==> config.mk <==
export PLATFORM = sky130hd
export DESIGN_NAME = rcs_seq
export DESIGN_NICKNAME = d
export VERILOG_FILES = /design/src/rtl/rcs_pkg.sv /design/src/rtl/rcs_sync.sv /design/src/rtl/rcs_timer.sv /design/src/rtl/rcs_seq.sv
export SDC_FILE = /design/constraint.sdc
export NUM_CORES = 1
export LEC_CHECK = 0
export ABC_AREA = 1
export CAP_MARGIN = 10
export CELL_PAD_IN_SITES_DETAIL_PLACEMENT = 2
export CELL_PAD_IN_SITES_GLOBAL_PLACEMENT = 2
export CORE_MARGIN = 5
export CORE_UTILIZATION = 26
export CTS_CLUSTER_SIZE = 28
export DETAILED_ROUTE_END_ITERATION = 16
export PLACE_DENSITY_LB_ADDON = 0.05
export SKIP_LAST_GASP = 1
export SYNTH_ARGS = -nofsm -noshare
export SYNTH_HDL_FRONTEND = slang
export SYNTH_SLANG_ARGS = --single-unit
==> constraint.sdc <==
create_clock -name clk -period 1.4 [get_ports clk]
set_input_delay 0.28 -clock clk [delete_from_list [all_inputs] [get_ports clk]]
set_output_delay 0.28 -clock clk [all_outputs]
set_load 0.01 [all_outputs]
==> src/rtl/rcs_pkg.sv <==
package rcs_pkg;
  typedef enum logic {
    SRC_PLL    = 1'b0,
    SRC_BACKUP = 1'b1
  } clk_src_e;

  localparam int STAT_W    = 4;
  localparam int STAT_SRC  = 0;
  localparam int STAT_LOCK = 1;
  localparam int STAT_LIMP = 2;
  localparam int STAT_HRST = 3;
endpackage

==> src/rtl/rcs_sync.sv <==
// Two-flop synchronizer, one chain per bit.
module rcs_sync #(
  parameter int W = 1
) (
  input  logic         clk,
  input  logic [W-1:0] d,
  output logic [W-1:0] q
);
  for (genvar b = 0; b < W; b++) begin : g_bit
    logic meta, stable;
    always_ff @(posedge clk) begin
      meta   <= d[b];
      stable <= meta;
    end
    assign q[b] = stable;
  end
endmodule

==> src/rtl/rcs_timer.sv <==
// Counts run cycles; done rises on the len-th edge with run high, then sticks.
module rcs_timer #(
  parameter int CNT_W = 10
) (
  input  logic             clk,
  input  logic             clr,
  input  logic             run,
  input  logic [CNT_W-1:0] len,
  output logic             done
);
  logic [CNT_W-1:0] cnt;

  always_ff @(posedge clk) begin
    if (clr) begin
      cnt  <= '0;
      done <= 1'b0;
    end else if (run && !done) begin
      if (cnt == len - CNT_W'(1)) done <= 1'b1;
      else                        cnt  <= cnt + CNT_W'(1);
    end
  end
endmodule

==> src/rtl/rcs_seq.sv <==
module rcs_seq #(
  parameter int MF_W       = 12,
  parameter int MF_LIMIT   = 4,
  parameter int LOCK_SHORT = 500,
  parameter int LOCK_LONG  = 1000,
  parameter int HOLD_CYC   = 512,
  parameter int DIV_W      = 3
) (
  input  logic                      clk,
  input  logic                      por,
  input  logic                      limp_strap,
  input  logic                      osc_valid,
  input  logic [MF_W-1:0]           mf,
  input  logic                      sw_switch_req,
  output logic                      clk_sel,
  output logic                      pll_locked,
  output logic                      hard_reset,
  output logic [rcs_pkg::STAT_W-1:0] status,
  output logic [DIV_W-1:0]          div_high,
  output logic [DIV_W-1:0]          div_low
);
  import rcs_pkg::*;

  localparam int LOCK_W = $clog2(LOCK_LONG + 1);
  localparam int HOLD_W = $clog2(HOLD_CYC + 1);
  localparam logic [LOCK_W-1:0] LEN_SHORT = LOCK_W'(LOCK_SHORT);
  localparam logic [LOCK_W-1:0] LEN_LONG  = LOCK_W'(LOCK_LONG);
  localparam logic [HOLD_W-1:0] LEN_HOLD  = HOLD_W'(HOLD_CYC);

  logic [1:0] async_in, synced;
  logic       osc_s, sw_s;
  logic       limp_en;      // strap value captured during power-on reset
  logic       decided;      // first post-reset edge has chosen the source
  clk_src_e   src_q;
  logic       osc_ok;       // oscillator seen, PLL locking under way
  logic       long_q;       // long lock window selected
  logic       lock_done, hold_done;

  assign async_in = {sw_switch_req, osc_valid};

  rcs_sync #(.W(2)) i_sync (
    .clk (clk),
    .d   (async_in),
    .q   (synced)
  );
  assign osc_s = synced[0];
  assign sw_s  = synced[1];

  always_ff @(posedge clk) begin
    if (por) limp_en <= limp_strap;
  end

  always_ff @(posedge clk) begin
    if (por) begin
      decided <= 1'b0;
      src_q   <= SRC_PLL;
      osc_ok  <= 1'b0;
      long_q  <= 1'b0;
    end else begin
      if (!decided) begin
        decided <= 1'b1;
        if (limp_en && !osc_s) src_q <= SRC_BACKUP;
      end else if (src_q == SRC_BACKUP && lock_done && sw_s) begin
        src_q <= SRC_PLL;
      end
      if (!osc_ok && osc_s) begin
        osc_ok <= 1'b1;
        long_q <= (mf > MF_W'(MF_LIMIT));
      end
    end
  end

  rcs_timer #(.CNT_W(LOCK_W)) i_lock (
    .clk  (clk),
    .clr  (por),
    .run  (osc_ok),
    .len  (long_q ? LEN_LONG : LEN_SHORT),
    .done (lock_done)
  );

  rcs_timer #(.CNT_W(HOLD_W)) i_hold (
    .clk  (clk),
    .clr  (por),
    .run  (lock_done || src_q == SRC_BACKUP),
    .len  (LEN_HOLD),
    .done (hold_done)
  );

  assign clk_sel    = (src_q == SRC_BACKUP);
  assign pll_locked = lock_done;
  assign hard_reset = por || !hold_done;

  always_comb begin
    status            = '0;
    status[STAT_SRC]  = clk_sel;
    status[STAT_LOCK] = pll_locked;
    status[STAT_LIMP] = clk_sel;
    status[STAT_HRST] = hard_reset;
  end

  // Divider fields come out of power-on reset at their reset codes.
  assign div_high = '0;
  assign div_low  = '0;
endmodule

* Word-level counts from Yosys, hierarchy flattened
Cells that the tools add are included.
** Word-level totals
- Register bits :: 31
- Logic and storage cells :: 45
** Cells by class
- Add/sub/neg operators :: 3
- $lt $le $gt $ge :: 1
- Equality and inequality tests :: 3
- Mux-type cells :: 5
- Bitwise operators :: 2
- Reductions and logical operators :: 18
** Operators by type and width (number)
- adder 10 x 1 -> 10 bit (second input constant) :: 2
- > comparator 12 x 3 -> 1 bit (second input constant) :: 1
- equality test 10 bit :: 1
- equality test 10 x 9 -> 1 bit (second input constant) :: 1
- two-way mux 10 bit :: 1
- AND reduction 2 bit :: 5
- subtractor 10 x 1 -> 10 bit (second input constant) :: 1
- logical AND 1 bit :: 6
- logical NOT 1 bit :: 4
- two-way mux 1 bit :: 4
- logical OR 1 bit :: 2
- != test 2 x 1 -> 1 bit (second input constant) :: 1
- NOT 1 bit :: 2
- nonzero test 2 bit :: 1

* Logic depth before layout (Yosys ltp)
Gate-level depths: netlist of the first run.
- Depth after elaboration :: 5
- Depth in mapped cells :: 9
- Mapped depth without buffers :: 9

* By module
A second synthesis of the first run with hierarchy kept.
** Second synthesis, totals
- Cells, all modules :: 382
- Area, all modules :: 2409.8 µm²
** By module, submodules not included
- rcs_timer :: instances 2, cells an instance 165, area an instance 985.9 µm², sequential area each 220.2 µm²
- rcs_seq :: instances 1, cells an instance 46, area an instance 342.8 µm², sequential area each 110.1 µm²
- rcs_sync :: instances 1, cells an instance 6, area an instance 95.1 µm², sequential area each 80.1 µm²

* Least setup slack after synthesis of the first run
OpenSTA, ideal clock, no wires.
- Kind :: reg2reg
- Start point :: register i_hold.cnt[0]
- End point :: register i_hold.cnt[7]
- Arrival time :: 1.176 ns
- Setup slack :: 0.105 ns
- Stages on the path, launching flop included :: 8
- Path buffers :: 1
- Clock period less this slack :: 1.295 ns
- Cell sequence :: dfxtp_1 ha_1 nand3_2 nand3b_4 nand2_4 buf_12 nor3b_1 nor2_1
** Between the ends
- Cells in the longest elaborated chain, start to end :: 3
** RTL lines
- start, declared :: line rcs_timer.sv:11 : logic [CNT_W-1:0] cnt;
- start signal, assigned :: line rcs_timer.sv:19 : else cnt <= cnt + CNT_W'(1);
- parallel branches: the longest is 3 deep, another holds adder 10 x 1 -> 10 bit
Several ways; the timed one is not identified.
A chain may end at the register's enable or synchronous reset.

* Worst setup path after layout of the first run
- Start point :: input por
- End point :: output hard_reset
** Between the ends
- Cells in the longest elaborated chain, start to end :: 1
** RTL lines
- start, declared :: line rcs_seq.sv:10 : input logic por,
- logical OR 1 bit :: line rcs_seq.sv:91 : assign hard_reset = por || !hold_done;
- end, declared :: line rcs_seq.sv:17 : output logic hard_reset,
Every way passes these cells.

==> results of run 1 <==
==> flip-flops by register name, indices dropped and copies added, names as in the netlist <==
name                 cells
clk_sel                  1
decided                  1
i_hold.cnt              10
i_hold.done              1
i_lock.cnt              10
i_lock.done              1
i_sync.g_bit.meta        2
i_sync.g_bit.stable      2
limp_en                  1
long_q                   1
osc_ok                   1
==> critical path: cells and delay by family <==
| kind | cells | cell delay [ns] |
|---|---|---|
| AND/OR/NAND/NOR | 1 | 0.09 |
| buffers and inverters | 3 | 0.69 |
==> routing by layer <==
layer / routed length, um / vias to the layer above / global-route usage
met2: 2600 / 19 / 0.260
met3: 170 / 4 / 0.0320
met5: 0 / - / 0
met1: 2040 / 728 / 0.153
met4: 39 / 0 / 0.0335
li1: - / 765 / -
==> final cells by class <==
cell class	instances	area, sq um
Inverter	30	113
Tap cell	75	93.8
Clock buffer	7	86.3
Multi-Input combinational cell	149	837
Sequential cell	31	647
Fill cell	704	3770
Timing Repair Buffer	43	368
Clock inverter	1	5.00
==> cells in the final DEF, fill, tap and decap left out, types with 2 or more instances in the layout <==
cell type / synthesis / final
conb_1: 1 / 6
nor3_1: 3 / 3
ha_4: 0 / 2
dlygate4sd2_1: 0 / 5
buf_4: 10 / 19
nand2_4: 1 / 2
nor3b_1: 2 / 2
clkbuf_8: 0 / 6
o21ai_0: 3 / 3
xor2_1: 2 / 2
nand2_1: 44 / 43
inv_2: 1 / 2
inv_1: 29 / 28
dfxtp_1: 30 / 19
dfxtp_2: 0 / 10
a21oi_1: 8 / 7
nor2_2: 6 / 5
o21ai_1: 8 / 8
nand4_1: 4 / 4
clkdlybuf4s50_1: 0 / 16
o31ai_1: 2 / 2
a21oi_2: 3 / 4
nor2_4: 0 / 3
nand3_2: 1 / 3
nand3_1: 16 / 14
nor2_1: 30 / 28
==> worst paths after layout <==
| kind | startpoint | end | slack, ns |
|---|---|---|---|
| max | por | hard_reset | 0.06 |
| min | i_sync.g_bit[0].meta | i_sync.g_bit[0].stable | 0.34 |
| max reg2reg | i_hold.cnt[1] | i_hold.cnt[2] | 0.06 |
| min reg2reg | i_sync.g_bit[0].meta | i_sync.g_bit[0].stable | 0.34 |
==> power by group <==
| part | leakage (nW) | switching, mW | internal, mW |
|---|---|---|---|
| sequential | 0.260 | 0.0179 | 0.913 |
| clock | 0.0482 | 0.333 | 0.396 |
| combinational | 0.575 | 0.0973 | 0.0925 |
| total | 0.883 | 0.448 | 1.40 |
==> cells by family (layout without fill, tap and decap cells) <==
| logic type | count (synthesis) | after routing | synth area share |
|---|---|---|---|
| simple gates | 111 | 112 | 0.333 |
| buf+inv | 43 | 81 | 0.136 |
| flops | 31 | 31 | 0.400 |
| compound gates | 27 | 27 | 0.102 |
| fa+ha+maj | 2 | 2 | 0.0159 |
| xor+xnor | 2 | 2 | 0.0111 |
| other cells | 1 | 6 | 0.00238 |
==> per-stage QoR <==
| step | hold slack, ns | setup slack (ns) |
|---|---|---|
| 3_3_place_gp | 0.320 | -0.340 |
| 4_1_cts | 0.342 | -0.0866 |
| 3_5_place_dp | 0.320 | -0.359 |
| 2_1_floorplan | 0.308 | 0.105 |
| 5_1_grt | 0.348 | -0.0551 |
| 6_report | 0.338 | 0.0566 |
==> timing repair <==
item                                    4_1_cts  5_1_grt
endpoints found under the setup margin       21       21
gates cloned                                  0        1
pin swaps                                     6        8
gates resized for setup                      22       19
hold buffers                                  0        0
setup buffers                                 2        3
==> flow_summary_export.csv, run 1 <==
group,metric,value,unit
route,dr.pass1.iters,4,
outcome,outcome,"completed",
power,powerDensity,860,nW/um^2
clocking,insertion_delay,0.28,ns
clocking,cts.sinks,31,
clocking,cts_max_level,2,
synth,syn_area,1580,sq um
synth,async_flop_share,0,
route,dr_total_vias,1516,
synth,synth_warnings,0,
worst_setup_path,r2r_cells,7,
synth,ys_seq_area_frac,0.400,
synth,ys_top_cells_by_count,"nand2_1 (44), dfxtp_1 (30), nor2_1 (30), inv_1 (29), nand3_1 (16)",
worst_setup_path,slowest_delay,0.48,ns
min_path,hp-class,"reg -> reg",
synth,ys_seq_elements,31,
route,post_drt_wl_per_cell,14.4,um
synth,synthFlopType,"dfxtp_1",
placement,numPortBuffers,23,
grt,grt_pass1_vias,1732,
grt,grt_max_degree,17,
placement,dp_hpwl,3670,um
route,avgViaCountPerCell,4.51,
grt,grt_pass1_wl,8190,um
finish,layoutNonFillerInstCount,336,
floorplan,die_h,87.9,um
synth,synth.largest_area_cell,"dfxtp_1",
floorplan,coreArea,5920,sq um
clocking,cts_buffers,5,
synth,netlist.area_leader.share,0.381,
clocking,clock_path_buffers,2,
timing,report.final.slew_viol_count,0,
floorplan,start_util,0.266,
timing,period_needed,1.34,ns
finish,utilization,0.363,
timing,setup_violations,0,
route,drc_errors,0,
power,power,1.85,mW
worst_setup_path,cp.arrival,1.06,ns
floorplan,row_count,28,
worst_setup_path,startpoint_type,"primary input",
finish,drive_gt1_frac,0.253,
grt,grt_usage,0.137,
grt,antenna_found_initial,0,
route,drt_iter0_drc,23,
synth,yosys-top-cells-area,"dfxtp_1 (38%), nand2_1 (10%), nor2_1 (7.1%)",
timing,finClkSkew,0.00452,ns
worst_setup_path,crit_type,"in -> out",
worst_setup_path,endpoint_kind,"output pin",
route,drt-total-wl,4850,um
worst_setup_path,path_cells,"clkdlybuf4s50_1 -> inv_1 -> nand2_1 -> clkbuf_2",
worst_setup_path,slowest_stage,"clkdlybuf4s50_1",
finish,nNetsFinal,279,
timing,rsz0062_at_grt,"true",
synth,synthMostInstantiatedCell,"nand2_1",
clocking,cts_tree,"built",
grt,grt.overflow.total,0,
finish,areaGrowthSynthToFinish,36.2,%
placement,dp.cells,322,
timing,max_freq,0.744,GHz
synth,syn_area_per_cell,7.27,sq um
synth,synthDistinctLibCells,31,
clocking,clk_pin_slew,0.06,ns
min_path,holdPathStages,0,
power,peakVddDrop,0.428,mV
timing,min_period_over_period,0.960,
power,p_leak,0.883,nW
route,ant_nets,0,
worst_setup_path,required,1.12,ns
finish,diodes,0,
finish,final_area,2150,sq um
floorplan,die-area,7730,sq um
floorplan,fp.dieW,87.9,um
worst_setup_path,cp_max_fo,3,
timing,finalHoldViolCount,0,
placement,gp_congestion,0.769,
flow_run,maxCapViolations,0,
synth,syn_inst,217,
timing,finalSetupTns,0,ns
placement,place_area,1930,sq um
synth,synth-edff-count,1,
floorplan,ioPinCount,30,
clocking,clockRootBuffer,"clkbuf_8",
Note: power is estimated with default switching activity, not from simulation.
==> run 2: changes to the inputs <==
CAP_MARGIN = 20   (was 10)
==> results of run 2 <==
No change in the layout: final DEF, timing and power equal those of run 1.
==> run 3: changes to the inputs <==
CORE_UTILIZATION = 27   (was 26)
SETUP_SLACK_MARGIN = 0.4   (was not set)
SYNTH_HIERARCHICAL = 1   (was not set)
==> run 3 against run 2 <==
Net effect: the run now ends with negative setup slack left; area after synthesis increased by 53%; cell area increased by 72%; worst setup slack got worse by 0.42 ns; register-to-register slack got worse by 0.42 ns; non-clock buffer count increased by 39; critical path type is now reg -> reg; critical endpoint is now i_lock/done; largest cell class unchanged.
==> flow_summary_export.csv, run 3 <==
group,metric,value,unit
outcome,outcome,"complete, but fails checks",
outcome,violations,"negative setup slack",
clocking,cts_max_level,2,
placement,post-place-ws,-0.358,ns
min_path,hp-class,"reg -> reg",
synth,synth.largest_area_cell,"dfxtp_1",
placement,numPortBuffers,23,
floorplan,row_count,34,
worst_setup_path,endpoint_kind,"flop",
timing,setup_violations,22,
finish,layout_common_cells,"nand2_1 (99), conb_1 (54), buf_4 (52)",
grt,grt_usage,0.146,
timing,report.final.slew_viol_count,0,
placement,gp_congestion,0.699,
placement,place_area,3300,sq um
flow_run,maxCapViolations,0,
floorplan,coreArea,8720,sq um
placement,dp.cells,588,
synth,synthMostInstantiatedCell,"nand2_1",
route,drt_iter0_drc,46,
synth,async_flop_share,0,
route,drt-total-wl,7650,um
worst_setup_path,crit_type,"reg -> reg",
clocking,clk_pin_slew,0.07,ns
synth,synthFlopType,"dfxtp_1",
route,post_drt_wl_per_cell,12.5,um
synth,syn_area_per_cell,6.31,sq um
synth,ys_top_cells_by_count,"nand2_1 (106), inv_1 (46), nor2_1 (42), nand3_1 (38), dfxtp_1 (30)",
grt,grt.overflow.total,0,
grt,grt_max_degree,25,
worst_setup_path,cp.arrival,1.97,ns
power,peakVddDrop,0.511,mV
grt,antenna_found_initial,0,
clocking,cts.sinks,31,
timing,finClkSkew,0.00876,ns
grt,grt_pass1_vias,2957,
clocking,clock_path_buffers,2,
clocking,insertion_delay,0.29,ns
synth,netlist.area_leader.share,0.249,
timing,fin_ws,-0.361,ns
synth,yosys-top-cells-area,"dfxtp_1 (25%), nand2_1 (17%), nand3_1 (7.9%)",
route,dr_total_vias,2688,
floorplan,fp.dieW,104,um
placement,dp_hpwl,5780,um
floorplan,die-area,10900,sq um
worst_setup_path,r2r_cells,15,
route,avgViaCountPerCell,4.40,
worst_setup_path,cp_max_fo,8,
finish,drive_gt1_frac,0.310,
synth,synth_warnings,6,
synth,syn_inst,382,
synth,syn_area,2410,sq um
worst_setup_path,required,1.61,ns
power,powerDensity,631,nW/um^2
timing,finalSetupTns,-4.68,ns
timing,finalHoldViolCount,0,
floorplan,ioPinCount,30,
synth,ys_seq_elements,31,
synth,synth-edff-count,1,
finish,final_common_cell,"nand2_1",
timing,min_period_over_period,1.26,
synth,ys_seq_area_frac,0.262,
timing,rsz0062_at_grt,"true",
clocking,cts_buffers,5,
worst_setup_path,startpoint_type,"flop",
finish,nNetsFinal,523,
timing,max_freq,0.568,GHz
timing,period_needed,1.76,ns
clocking,clockRootBuffer,"clkbuf_8",
grt,grt_pass1_wl,13300,um
route,dr.pass1.iters,4,
finish,diodes,0,
floorplan,die_h,104,um
route,drc_errors,0,
floorplan,start_util,0.276,
finish,final_area,3690,sq um
finish,top_regs,"i_hold/cnt (10), i_lock/cnt (10)",
route,ant_nets,0,
min_path,holdPathStages,0,
finish,layoutNonFillerInstCount,611,
clocking,cts_tree,"built",
finish,areaGrowthSynthToFinish,53.0,%
power,p_leak,1.67,nW
synth,synthDistinctLibCells,28,
finish,utilization,0.423,
## run 3: cell count changes after synthesis, sizes merged, moves of 9 or more
cell and change:
xor2 +14, nand3 +24, nor2 +20, buf +9, nand2 +66, inv +20
a21oi +11
## run 3: metal layers
metal	GRT usage	up-vias	routed length [um]
met5	0	-	0
met2	0.263	35	4000
li1	-	1362	-
met1	0.181	1285	3390
met3	0.0242	6	191
met4	0.0305	0	67
## run 3: logic make-up after synthesis
family / synth area share
XOR/XNOR: 0.0800
AND/OR/NAND/NOR: 0.430
adder cells (fa/ha/maj): 0.0208
flip-flops: 0.262
AO/OA/AOI/OAI: 0.0618
other: 0.00312
buffers and inverters: 0.142
## run 3: worst max-delay path, cell delays in order (launching register included)
cell,delay [ns]
dfxtp_4,0.43
inv_8,0.07
nor2_4,0.13
nand2_1,0.06
nand2_1,0.06
nand2_1,0.07
nand2_1,0.06
nand2_1,0.06
inv_1,0.06
nand2_1,0.06
nor2_2,0.14
nand3_4,0.12
buf_8,0.16
nor2_4,0.08
nor2_1,0.05
nor2_1,0.08
## run 3: stage by stage
stage / total power [mW] / hold WS (ns)
2_1_floorplan: 1.22 / 0.308
3_3_place_gp: 1.34 / 0.311
3_5_place_dp: 1.36 / 0.315
4_1_cts: 2.31 / 0.332
5_1_grt: 2.47 / 0.347
6_report: 2.32 / 0.332
## run 3: area by class of cell
cell class / count / area (sq um)
inverters: 50 / 195
multi-input cells: 332 / 1850
fillers: 1042 / 5030
clock inverters: 2 / 35.0
flip-flops and latches: 31 / 653
well taps: 108 / 135
repair buffers: 82 / 732
clock buffers: 6 / 82.6
## run 3: path summary, 6_finish.rpt
kind | slack (ns) | to | start
max | -0.36 | i_lock/done | long_q
min | 0.33 | i_sync/g_bit[1].stable | i_sync/g_bit[1].meta
max reg2reg | -0.36 | i_lock/done | long_q
min reg2reg | 0.33 | i_sync/g_bit[1].stable | i_sync/g_bit[1].meta
## run 3: report_power, final
| part | leakage [nW] | switching (mW) | internal, mW |
|---|---|---|---|
| combinational | 1.35 | 0.262 | 0.202 |
| sequential | 0.260 | 0.0214 | 0.904 |
| clock | 0.0612 | 0.360 | 0.576 |
| total | 1.67 | 0.643 | 1.68 |
## run 3: repair_timing
item,CTS,global route
setup buffers,10,4
pin swaps,13,13
cloned,1,0
endpoints found under the hold margin,0,0
setup endpoints to repair,31,29
hold buffers,0,0
resized for setup,63,12
